===== src/rtl/xtbus_pkg.sv =====
package xtbus_pkg;
   typedef enum logic [2:0] {
      PH_IDLE = 3'd0,
      PH_T1   = 3'd1,
      PH_T2   = 3'd2,
      PH_T3   = 3'd3,
      PH_TW   = 3'd4,
      PH_T4   = 3'd5
   } phase_e;

   // command code = {io, write}
   typedef enum logic [1:0] {
      CMD_MEM_RD = 2'd0,
      CMD_MEM_WR = 2'd1,
      CMD_IO_RD  = 2'd2,
      CMD_IO_WR  = 2'd3
   } cmd_e;
endpackage


===== src/rtl/xtbus_phase_fsm.sv =====
module xtbus_phase_fsm
   import xtbus_pkg::*;
(
   input  logic   clk,
   input  logic   rst_n,
   input  logic   start,
   input  logic   rdy,
   output phase_e phase,
   output logic   capture
);
   phase_e phase_q, phase_d;

   always_comb begin
      phase_d = phase_q;
      unique case (phase_q)
         PH_IDLE: if (start) phase_d = PH_T1;
         PH_T1:   phase_d = PH_T2;
         PH_T2:   phase_d = PH_T3;
         PH_T3,
         PH_TW:   phase_d = rdy ? PH_T4 : PH_TW;
         PH_T4:   phase_d = PH_IDLE;
         default: phase_d = PH_IDLE;
      endcase
   end

   always_ff @(posedge clk or negedge rst_n) begin
      if (!rst_n) phase_q <= PH_IDLE;
      else        phase_q <= phase_d;
   end

   assign phase   = phase_q;
   assign capture = ((phase_q == PH_T3) || (phase_q == PH_TW)) && rdy;

   // ready low in T3/Tw stretches the cycle by one more Tw
   p_wait_hold_r6: assert property (@(posedge clk) disable iff (!rst_n)
      (((phase_q == PH_T3) || (phase_q == PH_TW)) && !rdy) |=> (phase_q == PH_TW));
   // ready high in T3/Tw moves on to T4
   p_wait_exit_r6: assert property (@(posedge clk) disable iff (!rst_n)
      (((phase_q == PH_T3) || (phase_q == PH_TW)) && rdy) |=> (phase_q == PH_T4));
   // T1 is only ever entered from idle
   p_t1_from_idle_r9: assert property (@(posedge clk) disable iff (!rst_n)
      (phase_q != PH_IDLE) |=> (phase_q != PH_T1));
endmodule


===== src/rtl/xtbus_strobe_dec.sv =====
module xtbus_strobe_dec
   import xtbus_pkg::*;
#(
   parameter int N_CMD = 4,
   localparam int CMD_W = $clog2(N_CMD)
)(
   input  logic             clk,
   input  logic             rst_n,
   input  phase_e           phase,
   input  logic [CMD_W-1:0] cmd,
   output logic             ale,
   output logic [N_CMD-1:0] strobe_n
);
   logic cmd_on;

   assign ale    = (phase == PH_T1);
   assign cmd_on = (phase == PH_T2) || (phase == PH_T3) || (phase == PH_TW);

   for (genvar gi = 0; gi < N_CMD; gi++) begin : g_strobe
      assign strobe_n[gi] = !(cmd_on && (cmd == CMD_W'(gi)));
   end

   // never more than one strobe active
   p_one_strobe_r4: assert property (@(posedge clk) disable iff (!rst_n)
      $countones(~strobe_n) <= 1);
   // latch strobe and command strobes never overlap
   p_ale_quiet_r2: assert property (@(posedge clk) disable iff (!rst_n)
      ale |-> (&strobe_n));
   // strobes are released in T4
   p_t4_release_r4: assert property (@(posedge clk) disable iff (!rst_n)
      (phase == PH_T4) |-> (&strobe_n));
endmodule


===== src/rtl/xtbus_seq.sv =====
module xtbus_seq
   import xtbus_pkg::*;
#(
   parameter int ADDR_W     = 20,
   parameter int IO_ADDR_W  = 16,
   parameter int DATA_W     = 8,
   parameter bit RDATA_HOLD = 1'b1
)(
   input  logic              clk,
   input  logic              rst_n,
   input  logic              req_valid,
   input  logic [ADDR_W-1:0] req_addr,
   input  logic              req_write,
   input  logic              req_io,
   input  logic [DATA_W-1:0] req_wdata,
   output logic              req_ready,
   output logic [ADDR_W-1:0] bus_addr,
   output logic              bus_ale,
   output logic              bus_memr_n,
   output logic              bus_memw_n,
   output logic              bus_ior_n,
   output logic              bus_iow_n,
   output logic [DATA_W-1:0] bus_data_out,
   output logic              bus_data_oe,
   input  logic [DATA_W-1:0] bus_data_in,
   input  logic              bus_rdy,
   output logic              rsp_done,
   output logic [DATA_W-1:0] rsp_rdata
);
   localparam int N_CMD  = 4;
   localparam int CMD_W  = $clog2(N_CMD);
   localparam int HI_W   = ADDR_W - IO_ADDR_W;

   if (IO_ADDR_W >= ADDR_W) begin : g_bad_io_width
      $error("IO_ADDR_W must be narrower than ADDR_W");
   end
   if (DATA_W < 1) begin : g_bad_data_width
      $error("DATA_W must be positive");
   end

   phase_e            phase;
   logic              capture;
   logic              accept;
   logic [ADDR_W-1:0] addr_q;
   logic [CMD_W-1:0]  cmd_q;
   logic [DATA_W-1:0] wdata_q;
   logic [DATA_W-1:0] rdata_q;
   logic [N_CMD-1:0]  strobe_n;

   assign req_ready = (phase == PH_IDLE);
   assign accept    = req_ready && req_valid;

   always_ff @(posedge clk or negedge rst_n) begin
      if (!rst_n) begin
         addr_q  <= '0;
         cmd_q   <= '0;
         wdata_q <= '0;
      end else if (accept) begin
         addr_q  <= req_io ? {{HI_W{1'b0}}, req_addr[IO_ADDR_W-1:0]} : req_addr;
         cmd_q   <= {req_io, req_write};
         wdata_q <= req_wdata;
      end
   end

   always_ff @(posedge clk or negedge rst_n) begin
      if (!rst_n)       rdata_q <= '0;
      else if (capture) rdata_q <= bus_data_in;
   end

   xtbus_phase_fsm u_fsm (
      .clk     (clk),
      .rst_n   (rst_n),
      .start   (accept),
      .rdy     (bus_rdy),
      .phase   (phase),
      .capture (capture)
   );

   xtbus_strobe_dec #(.N_CMD(N_CMD)) u_dec (
      .clk      (clk),
      .rst_n    (rst_n),
      .phase    (phase),
      .cmd      (cmd_q),
      .ale      (bus_ale),
      .strobe_n (strobe_n)
   );

   assign bus_memr_n = strobe_n[CMD_MEM_RD];
   assign bus_memw_n = strobe_n[CMD_MEM_WR];
   assign bus_ior_n  = strobe_n[CMD_IO_RD];
   assign bus_iow_n  = strobe_n[CMD_IO_WR];

   assign bus_addr     = (phase == PH_IDLE) ? '0 : addr_q;
   assign bus_data_oe  = cmd_q[0] && (phase != PH_IDLE) && (phase != PH_T1);
   assign bus_data_out = bus_data_oe ? wdata_q : '0;
   assign rsp_done     = (phase == PH_T4);

   if (RDATA_HOLD) begin : g_rdata_hold
      assign rsp_rdata = rdata_q;
   end else begin : g_rdata_gate
      assign rsp_rdata = rsp_done ? rdata_q : '0;
   end

   // completion lasts one clock
   p_done_pulse_r10: assert property (@(posedge clk) disable iff (!rst_n)
      rsp_done |=> !rsp_done);
   // an accepted request opens with the latch strobe
   p_accept_ale_r9: assert property (@(posedge clk) disable iff (!rst_n)
      accept |=> bus_ale);
   // data is never driven during the address phase
   p_oe_no_ale_r7: assert property (@(posedge clk) disable iff (!rst_n)
      bus_data_oe |-> !bus_ale);
   // port cycles keep the upper address lines at zero
   p_io_upper_r11: assert property (@(posedge clk) disable iff (!rst_n)
      (cmd_q[1] && !req_ready) |-> (bus_addr[ADDR_W-1:IO_ADDR_W] == '0));
   // idle bus is quiet
   p_idle_quiet_r1: assert property (@(posedge clk) disable iff (!rst_n)
      req_ready |-> (!bus_ale && !bus_data_oe && !rsp_done && (&strobe_n)));
endmodule


===== config.mk =====
export PLATFORM = sky130hd
export DESIGN_NAME = xtbus_seq
export DESIGN_NICKNAME = d
export VERILOG_FILES = /design/src/rtl/xtbus_pkg.sv /design/src/rtl/xtbus_phase_fsm.sv /design/src/rtl/xtbus_strobe_dec.sv /design/src/rtl/xtbus_seq.sv
export SDC_FILE = /design/constraint.sdc
export NUM_CORES = 1
export LEC_CHECK = 0
export BUFFER_PORTS_ARGS = -buffer_cell sky130_fd_sc_hd__buf_4
export CORE_MARGIN = 2
export CORE_UTILIZATION = 47
export CTS_BUF_LIST = sky130_fd_sc_hd__clkbuf_16
export CTS_CLUSTER_DIAMETER = 120
export DETAILED_ROUTE_END_ITERATION = 12
export HOLD_SLACK_MARGIN = 0.12
export PLACE_DENSITY = 0.78
export SYNTH_ARGS = -nofsm -noshare
export SYNTH_HDL_FRONTEND = slang
export SYNTH_SLANG_ARGS = --single-unit
export TNS_END_PERCENT = 10

===== constraint.sdc =====
create_clock -name clk -period 2.3 [get_ports clk]
set_clock_uncertainty 0.15 [all_clocks]
set_input_delay 0.345 -clock clk [delete_from_list [all_inputs] [get_ports clk]]
set_output_delay 0.345 -clock clk [all_outputs]
set_load 0.02 [all_outputs]

==> run summary <==
The fraction of post-synthesis cell area in the top cell type by area is 52.87%. The total chip power came out at 4.406 mW. In the synthesized netlist the dominant register cell turns out to be sky130_fd_sc_hd__dfrtp_1. Setup violations remaining at the end of the flow were counted as 0. The per-cell routed wire length came out at 13.70 µm. Counting instances, the worst hold path has a depth of 2. The number of levels in the clock H-tree is 2. The total via count in the routed design came out at 1,390. The worst setup path is launched from a flop. The final-stage net count is 278. The final hold violation count is 0. The synthesized instance count came out at 146.

The clock tree from TritonCTS is yes. The path class of the tightest hold or removal check is primary input to flop. The DRC marker count from the first detailed-route iteration came out at 66.

The area of the die came out at 4659 µm². Setup repair after global routing left no endpoint under its margin. The port buffer count is 85. The final routed DRC violation total came out at 0. The clock latency reported for the late side of the worst-skew pair came out at 0.28 ns. The height of the die came out at 68.26 µm. The global-route wire length before repair is 5.989 mm. The required time reported for the critical path endpoint is 1.80 ns. The mean post-synth cell area came out at 13.29 µm².

The total length of routed wires came out at 3.931 mm. In the layout the commonest cells are sky130_fd_sc_hd__buf_4 (91), sky130_fd_sc_hd__dfrtp_1 (40), sky130_fd_sc_hd__nor2b_1 (22), sky130_fd_sc_hd__mux2_4 (22), sky130_fd_sc_hd__mux2_2 (12). Among cell families on the critical path, the largest total delay comes from simple AND/OR/NAND/NOR gates. The peak fanout along the critical path is 7. The biggest area consumer among synthesized cells is sky130_fd_sc_hd__dfrtp_1.

Clock-pin slew was measured on the worst setup and hold paths at 0.06 ns. 86 I/O pins were placed. The buffers inserted during post-CTS setup optimization came out at 0.

The final critical path takes up 96.71% of the cycle. The post-route standard cell area excluding fillers is 2804 µm². The worst stage delay on the critical path is 0.45 ns. The antenna diode instance count came out at 0.

The post-synthesis sequential element count is 41. For this run, the top clock speed supported by timing is 449.6 MHz. The most common library cell in the layout ignoring fill and taps is sky130_fd_sc_hd__buf_4. The number of cells on the critical path is 5. Setup slack closes at 0.07557 ns.

The number of buffers and inverters on the critical path is 2. For this design the ratio of total power to cell area is 1572 nW/µm². The share of cells above drive strength 1 is 57.38%. In the synthesized netlist the async set-or-reset flop fraction comes to 100.0%. The data arrival time of the critical path is 1.73 ns. The final weighted congestion in routability-driven placement is 0.7147. The kind of end point of the critical path is a primary output. The antenna violation net count after detailed routing came out at 0. The pre-CTS worst setup slack is 0.3756 ns.

The run finished with clean final reports. No sink is reached through more buffers than the 2 on the longest clock path. The post-layout minimum cycle time is 2.224 ns. The worst vdd rail ir drop came out at 0.8262 mV.

The number of CTS-inserted buffers came out at 5. In this run the tightest slew margin relative to its limit is 66.07%. The final core utilization came out at 70.10%. The final hold slack came out at 0.1446 ns.

The area added between synthesis and finish came out at 44.49%. The number of cells in the design after placement is 278. The area of the core came out at 4000 µm².

Clock tree synthesis selected as its root buffer the cell sky130_fd_sc_hd__clkbuf_16. The die is 68.26 µm wide. For this design the static power due to leakage is 1.423 nW. The starting density of the core came out at 48.51%. The synthesized cell area came out at 1941 µm². The worst reg-to-reg path cell count came out at 3. The standard-cell row count is 23. The number of max-cap violations is 0.

The total global routing overflow is 0. The number of antenna violations at the first check in global routing is 0. The final max-slew violation count came out at 0. Traced cell by cell, the critical path runs through buf_4 -> nor2b_1 -> a21oi_1 -> or3b_2 -> buf_4. The synthesis warning total is 0. Summed over all failing endpoints, the final setup total negative slack is 0 ns. Synthesis instantiated 26 different standard cells from the library. Once placement finished, the instance area stood at 2630 µm². Yosys attributes the largest share of cell area to sky130_fd_sc_hd__dfrtp_1 (53%), sky130_fd_sc_hd__mux2_4 (17%), sky130_fd_sc_hd__nor2b_1 (7.1%).

The count of flip-flops with a built-in enable after synthesis came out at 0. Global routing used 17.72% of the available tracks. Counting every net in the synthesized netlist gives 188.

By instance count, the cell type seen most on the critical path is sky130_fd_sc_hd__buf_4. The first detailed-routing pass took 4 iterations. The detailed-route vias per instance is 4.843. Entering global routing, the biggest net connects 42 pins. The fraction of the yosys area taken by sequential cells is 52.87%. The worst setup path is of the flop to primary output kind.

The highest-delay cell along the critical path is sky130_fd_sc_hd__or3b_2. The number of global-route vias before repair came to 1,274. Once detailed placement completed, the half-perimeter wirelength came to 2.826 mm.

The worst-margin pin slew is 0.5089 ns. The number of sinks driven by the clock tree is 41. The number of cells in the finished layout apart from fillers came out at 287.
-- per-layer routing --
metal | global-route usage (%) | share of wire [%] | vias to the layer above
met2 | 27.67 | 45 | 62
met3 | 5.757 | 9.6 | 7
met5 | 0 | 0 | -
met4 | 6.750 | 1.5 | 0
met1 | 22.92 | 44 | 649
li1 | - | - | 672
-- worst paths after layout --
kind,start,to,slack (ns)
worst max-delay path,u_fsm.phase[2],bus_ior_n,0.08
worst min-delay path,req_wdata[5],wdata_q[5],0.14
worst max register to register,u_fsm.phase[2],addr_q[15],0.37
worst min register to register,addr_q[19],addr_q[19],0.33
max in group asynchronous,rst_n,u_fsm.phase[2],1.19
min in group asynchronous,rst_n,rsp_rdata[0],0.43
-- state kept, by name, indices dropped and copies added, names as in the netlist --
signal,cells
cmd_q,2
wdata_q,8
addr_q,20
rsp_rdata,8
u_fsm.phase,3
-- power by group --
group,internal [mW],leakage (nW),switching (mW)
sequential,1.09,0.491,0.190
clock,0.504,0.0826,0.258
combinational,1.24,0.850,1.13
-- kinds of logic after synthesis --
kind of cell / synth area share, %
AOI/OAI and AO/OA: 2.643
xor gates and xnor gates: 0.4514
buffers and inverters: 3.159
DFF: 52.87
muxes: 23.98
and+or+nand+nor: 16.89
-- area by class of cell --
class                           instances  area, µm²
Fill cell                             304       1196
Sequential cell                        41       1027
Tap cell                               50      62.56
Clock buffer                            5      125.1
Timing Repair Buffer                   92      693.2
Clock inverter                          3      37.54
Multi-Input combinational cell         96      858.3
-- synthesized netlist by cell type, types with 2 or more instances --
cell type                  number
sky130_fd_sc_hd__nand2_1        5
sky130_fd_sc_hd__nand2b_1       5
sky130_fd_sc_hd__buf_6          3
sky130_fd_sc_hd__nor2b_1       22
sky130_fd_sc_hd__nor2_1         2
sky130_fd_sc_hd__mux2_2        12
sky130_fd_sc_hd__o21ai_0        5
sky130_fd_sc_hd__or3b_2         2
sky130_fd_sc_hd__dfrtp_1       41
sky130_fd_sc_hd__clkbuf_1       4
sky130_fd_sc_hd__a21oi_1        2
sky130_fd_sc_hd__and2_1         8
sky130_fd_sc_hd__mux2_4        22
-- repair_timing --
action	CTS	global route
hold buffers	1	0
endpoints found under the setup margin	0	2
resized for setup	0	1
endpoints found under the hold margin	41	0
No activity file was read; power rests on OpenSTA's default activity.
